===== src/rtl/i2cr_pkg.sv =====
package i2cr_pkg;

  typedef enum logic [2:0] {
    ST_IDLE, ST_ADDR, ST_AACK, ST_WDAT, ST_WACK, ST_RDAT, ST_RACK, ST_SKIP
  } link_st_e;

  // Control byte layout; downstream acquisition logic depends on these positions.
  typedef struct packed {
    logic [3:0] test;
    logic       hdr_order;
    logic       hdr_sel;
    logic       pkt_mode;
    logic       src_alt;
  } ctrl_t;

  function automatic logic [6:0] dev_addr(input logic [6:0] base, input logic sel);
    return base | {6'd0, sel};
  endfunction

endpackage


===== src/rtl/i2cr_line_sync.sv =====
module i2cr_line_sync #(
  parameter int SYNC_STAGES = 2
) (
  input  logic clk,
  input  logic rst_n,
  input  logic scl,
  input  logic sda,
  output logic sda_val,
  output logic start_evt,
  output logic stop_evt,
  output logic scl_rise,
  output logic scl_fall
);
  localparam int LAST = SYNC_STAGES - 1;

  logic [SYNC_STAGES-1:0] scl_p, sda_p;
  logic scl_d, sda_d;

  always_ff @(posedge clk or negedge rst_n) begin
    if (!rst_n) begin
      scl_p <= '1;
      sda_p <= '1;
      scl_d <= 1'b1;
      sda_d <= 1'b1;
    end else begin
      scl_p <= {scl_p[SYNC_STAGES-2:0], scl};
      sda_p <= {sda_p[SYNC_STAGES-2:0], sda};
      scl_d <= scl_p[LAST];
      sda_d <= sda_p[LAST];
    end
  end

  assign sda_val   = sda_p[LAST];
  assign start_evt = scl_p[LAST] & scl_d & sda_d & ~sda_p[LAST];
  assign stop_evt  = scl_p[LAST] & scl_d & ~sda_d & sda_p[LAST];
  assign scl_rise  = scl_p[LAST] & ~scl_d;
  assign scl_fall  = ~scl_p[LAST] & scl_d;

endmodule


===== src/rtl/i2cr_byte_store.sv =====
module i2cr_byte_store #(
  parameter int NBYTES = 16,
  parameter int IDX_W  = 5
) (
  input  logic                  clk,
  input  logic                  rst_n,
  input  logic                  ld_stb,
  input  logic [NBYTES*8-1:0]   ld_data,
  input  logic                  hold,
  input  logic [IDX_W-1:0]      rd_idx,
  output logic [7:0]            rd_byte
);
  localparam logic [IDX_W-1:0] IDX_END = IDX_W'(NBYTES);

  logic [NBYTES*8-1:0] mem_q;
  logic                ld_take;

  assign ld_take = ld_stb & ~hold;

  always_ff @(posedge clk or negedge rst_n) begin
    if (!rst_n) mem_q <= '0;
    else if (ld_take) mem_q <= ld_data;
  end

  assign rd_byte = (rd_idx < IDX_END) ? mem_q[rd_idx*8 +: 8] : 8'hFF;

  // a strobe during a bus access leaves the buffer untouched
  p_busy_blocks_load_r10: assert property (@(posedge clk) disable iff (!rst_n)
    (ld_stb && hold) |=> $stable(mem_q));
  // a strobe while idle takes the full record
  p_idle_load_taken_r10: assert property (@(posedge clk) disable iff (!rst_n)
    (ld_stb && !hold) |=> (mem_q == $past(ld_data)));
  // beyond the record the read byte is all ones
  p_past_end_ones_r8: assert property (@(posedge clk) disable iff (!rst_n)
    (rd_idx >= IDX_END) |-> (rd_byte == 8'hFF));

endmodule


===== src/rtl/i2cr_link_fsm.sv =====
module i2cr_link_fsm
  import i2cr_pkg::*;
#(
  parameter int         NBYTES    = 16,
  parameter int         IDX_W     = 5,
  parameter logic [6:0] BASE_ADDR = 7'h10
) (
  input  logic             clk,
  input  logic             rst_n,
  input  logic             addr_sel,
  input  logic             start_evt,
  input  logic             stop_evt,
  input  logic             scl_rise,
  input  logic             scl_fall,
  input  logic             sda_val,
  input  logic [7:0]       rd_byte,
  output logic [IDX_W-1:0] rd_idx,
  output logic             sda_oe,
  output logic             busy,
  output logic [7:0]       ctrl
);
  localparam logic [IDX_W-1:0] PTR_END = IDX_W'(NBYTES);

  link_st_e         st;
  logic [7:0]       sh;
  logic [3:0]       bcnt;
  logic [IDX_W-1:0] ptr;
  logic             rw, mack;

  logic addr_hit, byte_done, wr_commit, addr_miss;

  function automatic logic [IDX_W-1:0] ptr_step(input logic [IDX_W-1:0] p);
    return (p >= PTR_END) ? PTR_END : p + 1'b1;
  endfunction

  assign addr_hit  = (sh[7:1] == dev_addr(BASE_ADDR, addr_sel));
  assign byte_done = scl_fall && (bcnt == 4'd8);
  assign wr_commit = (st == ST_WDAT) && byte_done && !start_evt && !stop_evt;
  assign addr_miss = (st == ST_ADDR) && byte_done && !addr_hit && !start_evt && !stop_evt;
  assign rd_idx    = (st == ST_RACK) ? ptr_step(ptr) : ptr;

  always_ff @(posedge clk or negedge rst_n) begin
    if (!rst_n) begin
      st <= ST_IDLE; sh <= '0; bcnt <= '0; ptr <= '0;
      rw <= 1'b0; mack <= 1'b0; sda_oe <= 1'b0; busy <= 1'b0; ctrl <= '0;
    end else if (start_evt) begin
      st <= ST_ADDR; bcnt <= '0; ptr <= '0; busy <= 1'b1; sda_oe <= 1'b0;
    end else if (stop_evt) begin
      st <= ST_IDLE; busy <= 1'b0; sda_oe <= 1'b0;
    end else begin
      unique case (st)
        ST_ADDR, ST_WDAT: begin
          if (scl_rise && bcnt != 4'd8) begin
            sh   <= {sh[6:0], sda_val};
            bcnt <= bcnt + 4'd1;
          end else if (byte_done) begin
            bcnt <= '0;
            if (st == ST_WDAT) begin
              ctrl <= sh; st <= ST_WACK; sda_oe <= 1'b1;
            end else if (addr_hit) begin
              rw <= sh[0]; st <= ST_AACK; sda_oe <= 1'b1;
            end else begin
              st <= ST_SKIP; busy <= 1'b0;
            end
          end
        end
        ST_AACK: if (scl_fall) begin
          if (rw) begin
            st <= ST_RDAT; sh <= rd_byte; sda_oe <= ~rd_byte[7];
          end else begin
            st <= ST_WDAT; sda_oe <= 1'b0;
          end
        end
        ST_WACK: if (scl_fall) begin
          st <= ST_SKIP; sda_oe <= 1'b0;
        end
        ST_RDAT: if (scl_fall) begin
          if (bcnt == 4'd7) begin
            st <= ST_RACK; sda_oe <= 1'b0; bcnt <= '0;
          end else begin
            sh <= {sh[6:0], 1'b0}; sda_oe <= ~sh[6]; bcnt <= bcnt + 4'd1;
          end
        end
        ST_RACK: begin
          if (scl_rise) mack <= ~sda_val;
          else if (scl_fall) begin
            if (mack) begin
              ptr <= ptr_step(ptr); sh <= rd_byte; sda_oe <= ~rd_byte[7]; st <= ST_RDAT;
            end else begin
              st <= ST_SKIP;
            end
          end
        end
        default: ;
      endcase
    end
  end

  // START puts the cursor back on byte 0
  p_start_clears_ptr_r5: assert property (@(posedge clk) disable iff (!rst_n)
    start_evt |=> (ptr == '0));
  // the cursor never runs past the end marker
  p_ptr_saturates_r8: assert property (@(posedge clk) disable iff (!rst_n)
    (ptr <= PTR_END));
  // the slave only drives SDA inside an access that holds the bus
  p_drive_only_busy_r9: assert property (@(posedge clk) disable iff (!rst_n)
    sda_oe |-> busy);
  // a mismatched address releases the busy flag
  p_miss_drops_busy_r9: assert property (@(posedge clk) disable iff (!rst_n)
    addr_miss |=> !busy);
  // after the transfer is over the line stays released
  p_silent_after_end_r7: assert property (@(posedge clk) disable iff (!rst_n)
    (st == ST_SKIP) |-> !sda_oe);
  // the control register changes only on the first write data byte
  p_ctrl_only_on_commit_r2: assert property (@(posedge clk) disable iff (!rst_n)
    !$stable(ctrl) |-> $past(wr_commit));

endmodule


===== src/rtl/i2c_acq_regif.sv =====
module i2c_acq_regif
  import i2cr_pkg::*;
#(
  parameter int         NBYTES      = 16,
  parameter int         SYNC_STAGES = 2,
  parameter logic [6:0] BASE_ADDR   = 7'h10
) (
  input  logic                clk,
  input  logic                rst_n,
  input  logic                scl_i,
  input  logic                sda_i,
  output logic                sda_oe_o,
  input  logic                addr_sel_i,
  input  logic                ld_stb_i,
  input  logic [NBYTES*8-1:0] ld_data_i,
  output logic                busy_o,
  output logic [7:0]          ctrl_o,
  output logic                src_alt_o,
  output logic                pkt_mode_o,
  output logic                hdr_sel_o,
  output logic                hdr_order_o,
  output logic [3:0]          test_bits_o
);
  localparam int IDX_W = $clog2(NBYTES + 1);

  logic             sda_val, start_evt, stop_evt, scl_rise, scl_fall;
  logic [IDX_W-1:0] rd_idx;
  logic [7:0]       rd_byte;
  logic             busy;
  logic [7:0]       ctrl_q;
  ctrl_t            cf;

  i2cr_line_sync #(.SYNC_STAGES(SYNC_STAGES)) u_sync (
    .clk(clk), .rst_n(rst_n), .scl(scl_i), .sda(sda_i),
    .sda_val(sda_val), .start_evt(start_evt), .stop_evt(stop_evt),
    .scl_rise(scl_rise), .scl_fall(scl_fall)
  );

  i2cr_link_fsm #(.NBYTES(NBYTES), .IDX_W(IDX_W), .BASE_ADDR(BASE_ADDR)) u_fsm (
    .clk(clk), .rst_n(rst_n), .addr_sel(addr_sel_i),
    .start_evt(start_evt), .stop_evt(stop_evt), .scl_rise(scl_rise), .scl_fall(scl_fall),
    .sda_val(sda_val), .rd_byte(rd_byte), .rd_idx(rd_idx),
    .sda_oe(sda_oe_o), .busy(busy), .ctrl(ctrl_q)
  );

  i2cr_byte_store #(.NBYTES(NBYTES), .IDX_W(IDX_W)) u_store (
    .clk(clk), .rst_n(rst_n), .ld_stb(ld_stb_i), .ld_data(ld_data_i),
    .hold(busy), .rd_idx(rd_idx), .rd_byte(rd_byte)
  );

  assign cf          = ctrl_t'(ctrl_q);
  assign busy_o      = busy;
  assign ctrl_o      = ctrl_q;
  assign src_alt_o   = cf.src_alt;
  assign pkt_mode_o  = cf.pkt_mode;
  assign hdr_sel_o   = cf.hdr_sel;
  assign hdr_order_o = cf.hdr_order;
  assign test_bits_o = cf.test;

  // out of reset the slave leaves SDA alone and holds no bus
  p_reset_idle_r4: assert property (@(posedge clk) disable iff (!rst_n)
    $rose(rst_n) |-> (!sda_oe_o && !busy_o && ctrl_o == 8'h00));

endmodule


===== config.mk =====
export PLATFORM = sky130hd
export DESIGN_NAME = i2c_acq_regif
export DESIGN_NICKNAME = d
export VERILOG_FILES = /design/src/rtl/i2cr_pkg.sv /design/src/rtl/i2cr_line_sync.sv /design/src/rtl/i2cr_byte_store.sv /design/src/rtl/i2cr_link_fsm.sv /design/src/rtl/i2c_acq_regif.sv
export SDC_FILE = /design/constraint.sdc
export NUM_CORES = 1
export LEC_CHECK = 0
export BUFFER_PORTS_ARGS = -buffer_cell sky130_fd_sc_hd__buf_2
export CAP_MARGIN = 20
export CORE_MARGIN = 2
export CORE_UTILIZATION = 38
export DETAILED_ROUTE_END_ITERATION = 10
export SYNTH_ARGS = -nofsm -noshare
export SYNTH_HDL_FRONTEND = slang
export SYNTH_SLANG_ARGS = --single-unit

===== constraint.sdc =====
create_clock -name clk -period 4.15 [get_ports clk]
set_input_delay 0.415 -clock clk [delete_from_list [all_inputs] [get_ports clk]]
set_output_delay 0.415 -clock clk [all_outputs]
set_load 0.1 [all_outputs]

* Yosys cells after proc, flatten, opt, wreduce, memory -nomap -nowiden
Index checks and enable logic that the tools add are counted.
W data, S select, Z words.
** Storage, ports and cells
- Register bits :: 166
- Bits of input ports :: 134
- Output and inout port bits :: 18
- Word-level logic and storage cells :: 155
** Operators by class
- $add $sub $neg :: 2
- Order comparisons :: 2
- Eq/ne operators :: 35
- Shifts and indexed selects :: 1
- Muxes and demuxes :: 62
- Bitwise logic cells :: 19
- Reductions and logical operators :: 20
** Operators with widths (number)
- $shiftx A128 B9 Y8 :: 1
- $mux W8 :: 9
- $mux W5 :: 8
- $mux W3 :: 13
- $pmux W8 S4 :: 1
- $ne A4 B3 Y1 const B :: 7
- $mux W4 :: 6
- $mux W1 :: 21
- $pmux W3 S5 :: 1
- $ne A2 B1 Y1 const B :: 6
- $ne A4 B4 Y1 const B :: 3
- $not A1 Y1 :: 11
- $reduce_and A11 Y1 :: 1
- $reduce_and A10 Y1 :: 1
- $reduce_and A5 Y1 :: 2
- $eq A3 B3 Y1 const B :: 3
- $ne A3 B3 Y1 const B :: 3
- $reduce_and A9 Y1 :: 1
- $reduce_bool A3 Y1 :: 3
- $and A1 B1 Y1 :: 8
- $ne A2 B2 Y1 const B :: 4
- $pmux W4 S2 :: 1
- $reduce_and A4 Y1 :: 2
- $eq A7 B5 Y1 :: 1
- other kinds (20) :: 24

* Depth between registers and ports, before layout
Gate-level depths: netlist of run 1.
- Depth after elaboration :: 12
- Gate-level depth with buffers :: 11
- Depth with buffers taken out :: 9

* By module
A second synthesis of run 1 with hierarchy kept.
** Second synthesis, totals
- Cell total of the unflattened synthesis :: 606
- Area, all modules :: 8215.4 um2
** Modules (own cells, without submodules)
- i2cr_byte_store :: instances 1, cells an instance 387, area each 5883.1 um2, seq. area each 3203.1 um2
- i2cr_link_fsm :: instances 1, cells an instance 201, area each 2079.5 um2, seq. area each 800.8 um2
- i2cr_line_sync :: instances 1, cells an instance 10, area each 192.7 um2, seq. area each 157.7 um2
- i2c_acq_regif :: instances 1, cells an instance 8, area each 60.1 um2, seq. area each 0.0 um2

* Least setup slack after synthesis of run 1
No wires, ideal clock.
- Path kind :: flip-flop to flip-flop
- From :: register u_fsm.ptr[0]
- To :: register u_fsm.sh[0]
- Library setup time :: 121 ps
- Arrival :: 2084 ps
- Data required time :: 4029 ps
- Setup slack :: 1945 ps
- Cell stages (with the launch flop) :: 10
- Path buffers :: 1
- Period minus slack after synthesis :: 2205 ps
- Cells stage by stage :: dfrtp_1 > inv_1 > ha_1 > a22oi_4 > buf_4 > mux2i_1 > mux2i_1 > a22oi_1 > nand4_1 > a22o_1
** On the way
- Word-level cells in the longest chain between the ends :: 9
- Elaborated cells on any way between the ends :: 13
- Classes of those cells :: add/sub (1); order compare (2); shift (1); mux (9)
** RTL lines
- start: declaration :: RTL line i2cr_link_fsm.sv:27 : logic [IDX_W-1:0] ptr;
- start signal: assignment :: RTL line i2cr_link_fsm.sv:44 : st <= ST_IDLE; sh <= '0; bcnt <= '0; ptr <= '0;
- start signal: assignment :: RTL line i2cr_link_fsm.sv:47 : st <= ST_ADDR; bcnt <= '0; ptr <= '0; busy <= 1'b1; sda_oe <= 1'b0;
- start signal: assignment :: RTL line i2cr_link_fsm.sv:88 : ptr <= ptr_step(ptr); sh <= rd_byte; sda_oe <= ~rd_byte[7]; st <= ST_RDAT;
- $add A5 B1 Y5 or $ge A5 B5 Y1 (tied branches) :: RTL line i2cr_link_fsm.sv:33 : return (p >= PTR_END) ? PTR_END : p + 1'b1;
- $mux W5 :: RTL line i2cr_link_fsm.sv:33
- $mux W5 (*) :: RTL line i2cr_link_fsm.sv:40 : assign rd_idx = (st == ST_RACK) ? ptr_step(ptr) : ptr;
- $shiftx A128 B9 Y8 or $lt A5 B5 Y1 (tied branches) :: RTL line i2cr_byte_store.sv:25 : assign rd_byte = (rd_idx < IDX_END) ? mem_q[rd_idx*8 +: 8] : 8'hFF;
- $mux W8 (*) :: RTL line i2cr_byte_store.sv:25
- $mux W8 :: RTL line i2cr_link_fsm.sv:87 : if (mack) begin
- $mux W8 :: RTL line i2cr_link_fsm.sv:86 : else if (scl_fall) begin
- $mux W8 :: RTL line i2cr_link_fsm.sv:85 : if (scl_rise) mack <= ~sda_val;
- $pmux W8 S4 (*) :: RTL line i2cr_link_fsm.sv:51 : unique case (st)
- end signal: assignment :: RTL line i2cr_link_fsm.sv:54 : sh <= {sh[6:0], sda_val};
- end signal: assignment :: RTL line i2cr_link_fsm.sv:81 : sh <= {sh[6:0], 1'b0}; sda_oe <= ~sh[6]; bcnt <= bcnt + 4'd1;
- end: declaration :: RTL line i2cr_link_fsm.sv:25 : logic [7:0] sh;
Mark *: on every way between the ends. The rest lies on a longest branch, timed or not. The select of a mux whose other input is x is not followed.
A chain may end at the register's enable or synchronous reset.

* Final worst setup path of run 1
- From :: register u_fsm.st[1]
- To :: register u_fsm.sh[0]
** On the way
- Word-level cells in the longest chain between the ends :: 8
- Elaborated cells on any way between the ends :: 26
- Classes of those cells :: order compare (1); eq/ne (13); shift (1); mux (8); reduce/logical (3)
** RTL lines
- start: declaration :: RTL line i2cr_link_fsm.sv:24 : link_st_e st;
- start signal: assignment :: RTL line i2cr_link_fsm.sv:44
- start signal: assignment :: RTL line i2cr_link_fsm.sv:47
- start signal: assignment :: RTL line i2cr_link_fsm.sv:49 : st <= ST_IDLE; busy <= 1'b0; sda_oe <= 1'b0;
- $eq A3 B3 Y1 :: RTL line i2cr_link_fsm.sv:40, i2cr_link_fsm.sv:51
- $mux W5 :: RTL line i2cr_link_fsm.sv:40
- $shiftx A128 B9 Y8 or $lt A5 B5 Y1 (tied branches) :: RTL line i2cr_byte_store.sv:25
- $mux W8 :: RTL line i2cr_byte_store.sv:25
- $mux W8 :: RTL line i2cr_link_fsm.sv:87
- $mux W8 :: RTL line i2cr_link_fsm.sv:86
- $mux W8 :: RTL line i2cr_link_fsm.sv:85
- $pmux W8 S4 :: RTL line i2cr_link_fsm.sv:51
Several ways; a longest one is shown, not always the timed one. The select of a mux whose other input is x is not followed.

==> key figures, run 1 <==
Setup path
  • R2R Path Start: u_fsm.st[1]
  • Worst path cell trace: nand3b_4 -> a22oi_1 -> o31a_1 -> mux2i_1 -> a22oi_1 -> nand4_1 -> a22o_1
  • CP Class: reg -> reg
  • Flop2flop setup slack: approximately 1.1 ns
  • Critical Path Start Type: register
  • Reg-to-Reg End: u_fsm.sh[0]
  • Critical Path End Type: register
  • Buf+Inv Stages, Crit Path: 0
  • Most used cell, CP: a22oi_1
  • Critical path depth in cells: 7
  • Critical path's largest stage delay: roughly 0.85 ns
  • CP max-delay cell: o31a_1
  • CP Max Fanout: 22
  • Delay-heaviest family, CP: compound AO/OA/AOI/OAI gates
  • R2r worst-path depth: 7
  • CP required: around 4.5 ns
  • Critical path arrival: 3.35 ns

Synth
  • Sequential area share after synthesis: 0.515
  • Post-synth EDFFs: 0
  • Most common flop cell mapped by yosys: dfrtp_1
  • Async S/R FF share, synth: 1.00
  • Ys Warns: 0
  • Library cells used by synthesis: 63
  • Mapped cell area: a little over 0.008 mm²
  • Syn avg cell area: 11.5 µm²
  • Post-Syn Nets: around 840
  • Post-synth top area share: 0.495
  • Synth Register Bits: approximately 170
  • Largest cells by area after synthesis: dfrtp_1, mux2_2, nand2_1
  • Mapped Cells: 700
  • Largest area contributor in the netlist: dfrtp_1

Floorplan
  • Full die area: about 0.022 mm²
  • Starting Density: 0.386
  • Site Rows: 53
  • DIE HEIGHT: around 150 µm
  • Core outline area: 0.0210 mm²
  • I/O pins: 152
  • Die width: ~150 µm

STA
  • Final Max Tran Viols: 0
  • Minimum clock period: about 3.0 ns
  • Clock skew: about 0.010 ns
  • Max-slew headroom: 0.306
  • Sum Neg Setup Slack: 0 ns
  • Max Freq: 329 MHz
  • Final worst-path cycle share: 0.732
  • Final Hold Fails: 0
  • # setup viols final: 0
  • Worst Tran Pin Value: between 1 and 1.5 ns
  • RSZ-0062 raised after global routing: no

Cells and area
  • FF+latch area: around 0.0042 mm²
  • Area of the multi-input gates: between 0.003 and 0.004 mm²
  • Synth-to-Final Area Change: 19.2%
  • Layout cells sized above 1: 0.416
  • Ant diodes: 0
  • Filler Cells Inserted: 2017
  • Final Instance Area: between 0.009 and 0.01 mm²
  • Final net count: 972

Clock network
  • CTS tree: done
  • H-tree depth: 4
  • Cts hold-fix bufs: 0
  • Bufs on Longest Clock Path: 2
  • Cts repair resizes: 0
  • CTS Root Cell: clkbuf_16
  • # clock sinks: ~170
  • Inserted Clock Buffers: 17
  • Clock transition at path regs: 0.07 ns
  • Worst-Skew Late Latency: between 0.4 and 0.5 ns
  • Number of setup buffers added after CTS: 0

Pwr
  • Leakage: around 0.0044 µW
  • VDD IR max: approximately 0.27 mV
  • Pwr Density: between 600 and 700 mW/mm²

Detailed routing
  • Via/cell ratio: about 5.3
  • Routed Antenna Nets: 0
  • Pre-antenna DRT Iters: 4
  • Vias: ~5900
  • Final wirelength: about 21000 µm
  • DRC errors left: 0
  • Wirelength per Cell: approximately 19 µm
  • First DRT Iteration DRCs: between 300 and 400

Global route
  • Vias in the first global route: between 5000 and 6000
  • GR Overflow Total: 0
  • Initial antenna violation count: 0
  • Largest net degree at the start of global routing: between 80 and 90
  • Total track usage: 0.192
  • First-pass GRT wire length: between 30000 and 40000 µm

Place
  • Final HPWL DP: roughly 15000 µm
  • Placed Area: 0.00904 mm²
  • Port bufs: 151
  • Gpl congestion: between 0.8 and 0.9

Run
  • Max Cap Viol: 0

Outcome
  • Status: finished, final reports clean

Min path
  • Min-Delay Path Class: in -> async
[sequential cells by signal, summed over array words and instances (netlist names)]
signal         count
u_store.mem_q    128
u_fsm.ctrl         8
u_fsm.sh           8
u_fsm.ptr          5
u_fsm.bcnt         4
u_fsm.st           3
u_sync.scl_p       2
u_sync.sda_p       2
u_fsm.busy         1
u_fsm.mack         1
u_fsm.rw           1
u_fsm.sda_oe       1
u_sync.scl_d       1
u_sync.sda_d       1
[Yosys cell counts (all sizes together) (6+ instances only)]
| cell type | count |
|---|---|
| a211oi | 7 |
| a21oi | 19 |
| a22oi | 6 |
| a31oi | 10 |
| and2 | 7 |
| buf | 27 |
| clkbuf | 18 |
| dfrtp | 160 |
| dfstp | 6 |
| inv | 13 |
| mux2 | 139 |
| mux2i | 28 |
| nand2 | 90 |
| nand3 | 18 |
| nor2 | 37 |
| nor3 | 6 |
| o21ai | 30 |
[worst reg2reg max path: stages, from the launching register on]
cell and delay (ns):
dfrtp_1 0.68, nand3b_4 0.24, a22oi_1 0.23, o31a_1 0.85, mux2i_1 0.27, a22oi_1 0.29, nand4_1 0.13, a22o_1 0.24
[power breakdown]
| part | switching [µW] | total [µW] | internal, µW |
|---|---|---|---|
| registers | 322 | 2310 | 1990 |
| clock network | 724 | 1580 | 856 |
| logic | 1150 | 2010 | 867 |
| total | 2190 | 5900 | 3710 |
[metrics by stage]
step | std cells | total power, µW | util | hold WS, ns | setup slack [ns]
2_1_floorplan | 700 | 3760 | - | 0.119 | 1.94
3_3_place_gp | 1090 | 4330 | 0.432 | 0.348 | 1.23
3_5_place_dp | 1090 | 4340 | 0.432 | 0.354 | 1.17
4_1_cts | 1122 | 5940 | 0.460 | 0.0578 | 1.15
5_1_grt | 1122 | 6260 | 0.460 | 0.0768 | 0.949
6_report | 1122 | 5900 | 0.460 | 0.0203 | 1.11
[cell type report]
cell class,count,area share
multi-input cells,476,0.377
well taps,275,0.0357
inverters,13,0.00507
flip-flops and latches,166,0.432
clock inverters,14,0.0162
repair buffers,160,0.0887
clock buffers,18,0.0446
[worst max path at each step]
| stage | from | to | slack, ns |
|---|---|---|---|
| after global routing | u_fsm.st[1] | u_fsm.sh[0] | 0.95 |
| final | u_fsm.st[1] | u_fsm.sh[0] | 1.11 |
| after floorplan | u_fsm.ptr[0] | u_fsm.sh[0] | 1.94 |
| after detailed placement | u_fsm.st[1] | u_fsm.sh[0] | 1.17 |
| after global placement | u_fsm.st[1] | u_fsm.sh[0] | 1.23 |
| after CTS | u_fsm.st[1] | u_fsm.sh[0] | 1.15 |
[layout by cell type, fill, tap and decap left out, types with 3 or more instances in the layout]
cell type	synthesis	layout
a211oi_1	6	6
a21oi_1	19	19
a22oi_1	5	5
a311oi_1	5	5
a31oi_1	10	10
a32oi_1	4	4
a41oi_1	3	3
and2_1	7	7
and3_1	4	4
buf_2	9	150
buf_4	15	7
clkbuf_16	0	17
dfrtp_1	160	160
dfstp_2	6	6
ha_1	4	4
inv_1	13	13
inv_6	0	6
inv_8	0	3
mux2_2	139	139
mux2i_1	26	26
nand2_1	88	88
nand3_1	17	17
nand3b_1	3	3
nor2_1	36	36
nor2b_1	4	3
nor3_1	6	6
nor4_1	4	4
o21ai_0	29	29
o22ai_1	5	5
o31ai_1	3	3
o32ai_1	4	4
[logic make-up after synthesis]
| logic type | Yosys count | synth area share |
|---|---|---|
| simple gates | 188 | 0.110 |
| mux | 169 | 0.237 |
| flops | 166 | 0.515 |
| compound gates | 113 | 0.0938 |
| buf+inv | 58 | 0.0362 |
| fa+ha+maj | 4 | 0.00619 |
| xor+xnor | 2 | 0.00217 |
[metal layers]
layer	GRT usage	share of wire	vias to the layer above
li1	-	-	2789
met1	0.270	0.47	2953
met2	0.303	0.47	178
met3	0.0399	0.046	18
met4	0.0514	0.018	0
met5	0	0	-
(Power assumes the default switching activity.)
==> inputs of run 2 (changes only) <==
==> constraint.sdc (replaced) <==
create_clock -name clk -period 2.7 [get_ports clk]
set_input_delay 0.27 -clock clk [delete_from_list [all_inputs] [get_ports clk]]
set_output_delay 0.27 -clock clk [all_outputs]
set_load 0.1 [all_outputs]
==> run 2 against run 1 <==
Net effect:
- final area grew 2.9%
- power is 60% higher
- register-to-register slack got worse by 0.98 ns
- sequential share of layout area is 1.2 points lower
- final cell count grew 2.1%
- fmax increased by 18%
- hold slack gained 0.037 ns
==> key figures, run 2 (synthesized netlist as in run 1, its figures left out) <==
Floorplan
  • DIE HEIGHT: ~150 µm
  • Site Rows: between 50 and 60
  • I/O pins: approximately 150
  • Starting Density: 0.386
  • Die width: ~150 µm
  • Core outline area: approximately 0.021 mm²
  • Full die area: between 0.02 and 0.025 mm²

Detailed routing
  • First DRT Iteration DRCs: 370
  • Routed Antenna Nets: 0
  • Final wirelength: approximately 21000 µm
  • Vias: roughly 6000
  • Metal-1 WL: between 9000 and 10000 µm
  • Pre-antenna DRT Iters: 5
  • Wirelength per Cell: around 19 µm
  • DRC errors left: 0
  • Met3 WL: between 1000 and 1500 µm
  • Top layer in use: met4
  • Via/cell ratio: between 5 and 6
  • Met2 Wirelength: approximately 10000 µm

Pwr
  • Clock Power Share: 0.265
  • Power Total: ~9400 µW
  • Switching pwr: roughly 3500 µW
  • Part of the power in combinational logic: 0.358
  • VDD IR max: between 0.4 and 0.5 mV
  • Pint: approximately 5900 µW
  • Sw frac: 0.371
  • Pwr Density: between 900 and 1000 mW/mm²
  • Leakage: roughly 0.0045 µW
  • Reg power frac: 0.377

STA
  • # setup viols final: 0
  • Max-slew headroom: 0.498
  • Smallest hold slack: ~0.057 ns
  • Final worst-path cycle share: 0.952
  • RSZ-0062 raised after global routing: no
  • Minimum clock period: ~2.6 ns
  • Sum Neg Setup Slack: 0 ns
  • Max Freq: about 390 MHz
  • Clock skew: roughly 0.0074 ns
  • Final Max Tran Viols: 0
  • Final Hold Fails: 0
  • Worst Tran Pin Value: ~0.74 ns

Cells and area
  • Area of the multi-input gates: approximately 0.0036 mm²
  • Biggest register: u_store.mem_q
  • Commonest non-fill, non-tap cell in the layout: dfrtp_1
  • Most frequent cells in the layout: dfrtp_1, buf_2, mux2_2, nand2_1, nor2_1
  • Layout cells sized above 1: 0.433
  • Cell Count, Final, Fillers Out: between 1000 and 1500
  • Final net count: ~1000
  • Max reg flops: roughly 130
  • Synth-to-Final Area Change: 22.6%
  • Filler Cells Inserted: 1993
  • Ant diodes: 0
  • Top Registers: u_store.mem_q x128, u_fsm.ctrl x8, u_fsm.sh x8
  • FF+latch area: between 0.004 and 0.005 mm²

Run
  • Max Cap Viol: 0

Place
  • Final HPWL DP: 15700 µm
  • Gpl congestion: 0.889
  • Cell Count Post-Placement: roughly 1100
  • Port bufs: between 150 and 200

Setup path
  • Critical path arrival: around 2.9 ns
  • Flop2flop setup slack: 0.13 ns
  • CP Max Fanout: 21
  • CP Class: reg -> reg
  • Critical Path End Type: register
  • Critical Path Start Type: register
  • CP required: approximately 3.0 ns

Clock network
  • Worst-Skew Late Latency: 0.44 ns
  • H-tree depth: 4
  • CTS tree: done
  • Bufs on Longest Clock Path: 2
  • Number of setup buffers added after CTS: 0
  • # clock sinks: roughly 170
  • CTS Root Cell: clkbuf_16
  • Clock transition at path regs: around 0.080 ns
  • Inserted Clock Buffers: 17

Global route
  • Largest net degree at the start of global routing: between 60 and 70
  • Vias in the first global route: roughly 6000
  • First-pass GRT wire length: 33700 µm
  • Initial antenna violation count: 0
  • GR Overflow Total: 0
  • Total track usage: 0.198

Outcome
  • Status: finished, final reports clean

Min path
  • Min-Delay Path Class: in -> reg
==> run 2: changes by cell type in the layout (fill, tap and decap cells not counted), moves of 2 or more <==
cell	change
buf_12	+5
buf_4	+16
clkinv_8	+2
dlygate4sd3_1	+3
==> run 2: layout make-up <==
type	count	area share
Multi-Input combinational cell	476	0.368
Inverter	13	0.00492
Timing Repair Buffer	184	0.111
Clock buffer	17	0.0429
Clock inverter	15	0.0183
Sequential cell	166	0.420
Tap cell	275	0.0347
==> run 2: final timing paths <==
path / depth (start not counted) / from / end
setup / recovery: 8 / u_fsm.st[0] / u_fsm.sh[5]
hold / removal: 2 / ld_data_i[0] / u_store.mem_q[0]
setup reg to reg: 8 / u_fsm.st[0] / u_fsm.sh[5]
hold reg to reg: 0 / u_sync.scl_p[0] / u_sync.scl_p[1]
max in group asynchronous: 3 / rst_n / u_fsm.st[2]
min in group asynchronous: 2 / rst_n / u_fsm.bcnt[1]
==> run 2: per-layer routing <==
layer  vias to the layer above  GRT usage
met5                         -          0
met4                         0     0.0481
met3                        19     0.0479
met2                       167      0.312
met1                      2973      0.277
li1                       2836          -
==> run 2: metrics by stage <==
step / util / worst slack (ns) / area (µm²)
final: 0.473 / 0.129 / 9910
after global placement: 0.442 / 0.119 / 9260
after floorplan: - / 0.495 / 8080
after detailed placement: 0.442 / 0.0746 / 9260
after CTS: 0.472 / 0.0524 / 9900
after global routing: 0.473 / 0.0292 / 9910
==> run 2: power by group through the flow <==
stage | clock network [µW] | registers [µW] | logic (µW)
2_1_floorplan | 0 | 3430 | 2350
3_3_place_gp | 0 | 3590 | 3360
3_5_place_dp | 0 | 3590 | 3370
4_1_cts | 2540 | 3550 | 3390
5_1_grt | 2670 | 3630 | 3720
6_report | 2490 | 3560 | 3370
==> run 2: worst max-delay path, stage by stage (launching register included) <==
cell and delay (ns):
dfrtp_1 0.54, and4bb_4 0.29, mux2i_4 0.16, buf_4 0.21, buf_4 0.28, mux2i_1 0.32, a211oi_1 0.12, nor4_1 0.43
nor3_1 0.09
==> run 2: what timing repair did <==
| item | CTS | global route |
|---|---|---|
| gates resized for setup | 0 | 3 |
| endpoints found under the hold margin | 61 | 0 |
| endpoints found under the setup margin | 0 | 6 |
| hold buffers | 3 | 0 |
==> inputs of run 3 (changes only) <==
--- a/config.mk
+++ b/config.mk
@@ -12,4 +12,5 @@
 export DETAILED_ROUTE_END_ITERATION = 10
 export SYNTH_ARGS = -nofsm -noshare
 export SYNTH_HDL_FRONTEND = slang
+export SYNTH_HIERARCHICAL = 1
 export SYNTH_SLANG_ARGS = --single-unit
==> run 3 against run 2 <==
Net effect:
- count of clock-buffer cells in the layout grew 2
- register-to-register slack worse by 0.02 ns
- fmax fell by 0.91%
- wire length is 6.1% lower
- critical path depth increased by 4
- final area increased by 2.1%
- final cell count down 7.8%
- combinational power decreased by 17%
- die area increased by 1.6%
==> key figures, run 3 <==
Floorplan
  • Die width: 151 µm
  • I/O pins: 152
  • Core outline area: about 0.021 mm²
  • Full die area: between 0.02 and 0.025 mm²
  • Starting Density: 0.390
  • Site Rows: 53
  • DIE HEIGHT: 151 µm

Cells and area
  • Biggest register: u_store/mem_q
  • Top Registers: u_store/mem_q x128, u_fsm/ctrl x8, u_fsm/sh x8
  • Final Instance Area: 0.0101 mm²
  • Most frequent cells in the layout: dfrtp_1, buf_2, mux2_2, mux2_1, nand2_1
  • Synth-to-Final Area Change: 23.2%
  • Layout cells sized above 1: 0.528
  • Final net count: ~910
  • Ant diodes: 0
  • Commonest non-fill, non-tap cell in the layout: dfrtp_1
  • Cell Count, Final, Fillers Out: approximately 1100
  • Max reg flops: 128

Synth
  • Ys Warns: 6
  • Mapped cell area: between 0.008 and 0.009 mm²
  • Post-synth EDFFs: 0
  • Largest area contributor in the netlist: dfrtp_1
  • Commonest cells post-synth: dfrtp_1, mux2_2, mux2_1
  • Post-synth top area share: 0.487
  • Synth Register Bits: 166
  • Most common flop cell mapped by yosys: dfrtp_1
  • Largest cells by area after synthesis: dfrtp_1, mux2_2, mux2_1
  • Async S/R FF share, synth: 1.00
  • Mapped Cells: between 600 and 700
  • Most common cell in the netlist: dfrtp_1
  • Sequential area share after synthesis: 0.507
  • Syn avg cell area: ~14 µm²
  • Library cells used by synthesis: between 60 and 70
  • Post-Syn Nets: roughly 740

STA
  • Max Freq: roughly 390 MHz
  • # setup viols final: 0
  • Final Hold Fails: 0
  • Final worst-path cycle share: 0.961
  • Worst Tran Pin Value: around 0.7 ns
  • Clock skew: ~0.011 ns
  • Max-slew headroom: 0.539
  • Final Max Tran Viols: 0
  • Sum Neg Setup Slack: 0 ns
  • Minimum clock period: between 2 and 3 ns
  • RSZ-0062 raised after global routing: yes

Global route
  • First-pass GRT wire length: 31700 µm
  • Vias in the first global route: ~5900
  • Initial antenna violation count: 0
  • GR Overflow Total: 0
  • Largest net degree at the start of global routing: a little under 80
  • Total track usage: 0.184

Detailed routing
  • Routed Antenna Nets: 0
  • First DRT Iteration DRCs: approximately 280
  • Final wirelength: ~20000 µm
  • Vias: roughly 5400
  • DRC errors left: 0
  • Wirelength per Cell: between 15 and 20 µm
  • Pre-antenna DRT Iters: 4
  • Via/cell ratio: ~5.1

Place
  • Final HPWL DP: approximately 15000 µm
  • Gpl congestion: between 0.8 and 0.9
  • Port bufs: around 150
  • Placed Area: ~0.0094 mm²
  • Cell Count Post-Placement: around 1000

Clock network
  • Inserted Clock Buffers: 17
  • Bufs on Longest Clock Path: 2
  • H-tree depth: 4
  • CTS Root Cell: clkbuf_16
  • CTS tree: done
  • Clock transition at path regs: 0.07 ns
  • Worst-Skew Late Latency: around 0.42 ns
  • # clock sinks: between 150 and 200

Setup path
  • Worst path cell trace: inv_1 -> ha_1 -> nand2b_1 -> o21ai_4 -> buf_12 -> buf_16 -> mux2_4 -> a221oi_4 -> o211ai_1 -> nand2_1 -> nand2_1 -> mux2_4
  • R2r worst-path depth: 12
  • CP required: approximately 3 ns
  • Flop2flop setup slack: 0.10 ns
  • CP Class: reg -> reg
  • Critical path's largest stage delay: 0.35 ns
  • Delay-heaviest family, CP: compound AO/OA/AOI/OAI gates
  • CP max-delay cell: dfrtp_1
  • Critical path depth in cells: 12
  • Buf+Inv Stages, Crit Path: 3
  • Reg-to-Reg End: u_fsm/sh[3]
  • R2R Path Start: u_fsm/ptr[1]
  • Critical Path End Type: register
  • Critical path arrival: a little under 3 ns
  • Critical Path Start Type: register
  • CP Max Fanout: 14

Pwr
  • Pwr Density: 857 mW/mm²
  • Power Total: around 8700 µW
  • VDD IR max: 0.466 mV
  • Leakage: between 0.004 and 0.005 µW

Run
  • Max Cap Viol: 0

Min path
  • Worst Min Path Start: ld_data_i[15]
  • Min-Delay Endpoint: u_store/mem_q[15]
  • Min-Delay Path Class: in -> reg
  • Hold path cells: 2

Outcome
  • Status: finished, final reports clean
==> run 3: changes by cell type after synthesis, moves of 10 or more <==
| cell | delta |
|---|---|
| mux2_1 | +51 |
| mux2_4 | +24 |
| clkbuf_1 | -16 |
| nor2_1 | -26 |
| o21ai_0 | -19 |
| nand3_1 | -10 |
| mux2_2 | -18 |
| nand2_1 | -48 |
| mux2i_1 | -25 |
==> run 3: area by class of cell <==
cell class | instances | area [µm²]
clock inverters | 13 | 123
clock buffers | 19 | 443
repair buffers | 188 | 1170
inverters | 8 | 30.0
multi-input cells | 388 | 3850
flip-flops and latches | 166 | 4160
well taps | 275 | 344
fillers | 1914 | 11000
==> run 3: where the power goes <==
group	total (µW)	switching [µW]	internal, µW
clock network	2310	1010	1300
logic	2800	1340	1460
registers	3570	416	3150
total	8670	2760	5920
==> run 3: metrics by stage <==
stage                     hold WS [ns]  setup slack [ns]   util
after global routing            0.0472           -0.0284  0.480
after floorplan                -0.0256            0.0728      -
after detailed placement         0.343           -0.0762  0.444
after global placement           0.330           -0.0115  0.444
after CTS                       0.0438           0.00504  0.476
final                           0.0618             0.105  0.480
==> run 3: worst max path at each step <==
stage                  end  slack (ns)          from
2_1_floorplan  u_fsm/sh[7]        0.07   u_fsm/st[0]
3_3_place_gp   u_fsm/sh[2]       -0.01   u_fsm/st[0]
3_5_place_dp   u_fsm/sh[3]       -0.08   u_fsm/st[0]
4_1_cts        u_fsm/sh[1]       0.005  u_fsm/ptr[1]
5_1_grt        u_fsm/sh[1]       -0.03  u_fsm/ptr[0]
6_report       u_fsm/sh[3]        0.10  u_fsm/ptr[1]
==> run 3: cells by family (layout without fill, tap and decap cells) <==
family                   count (synthesis)  count (layout)  share of synthesized area
XOR/XNOR                                 2               2                    0.00213
adder cells (fa/ha/maj)                  4               4                    0.00609
AND/OR/NAND/NOR                        100             100                     0.0728
flip-flops                             166             166                      0.507
buffers and inverters                   52             228                     0.0390
AO/OA/AOI/OAI                           77              77                     0.0707
multiplexers                           205             205                      0.303
==> run 3: metal layers <==
layer  up-vias  track usage  share of wire  routed length (µm)
met3         8       0.0419          0.043                 870
li1       2566            -              -                   -
met4         0       0.0430         0.0063                 127
met5         -            0              0                   0
met2       120        0.309           0.49                9890
met1      2699        0.242           0.46                9150
==> run 3: repair_timing <==
action | in CTS | in global routing
endpoints found under the setup margin | 7 | 9
pin swaps | 1 | 3
cloned | 1 | 0
gates resized for setup | 7 | 14
endpoints found under the hold margin | 68 | 0
hold buffers | 3 | 0
setup buffers | 0 | 1
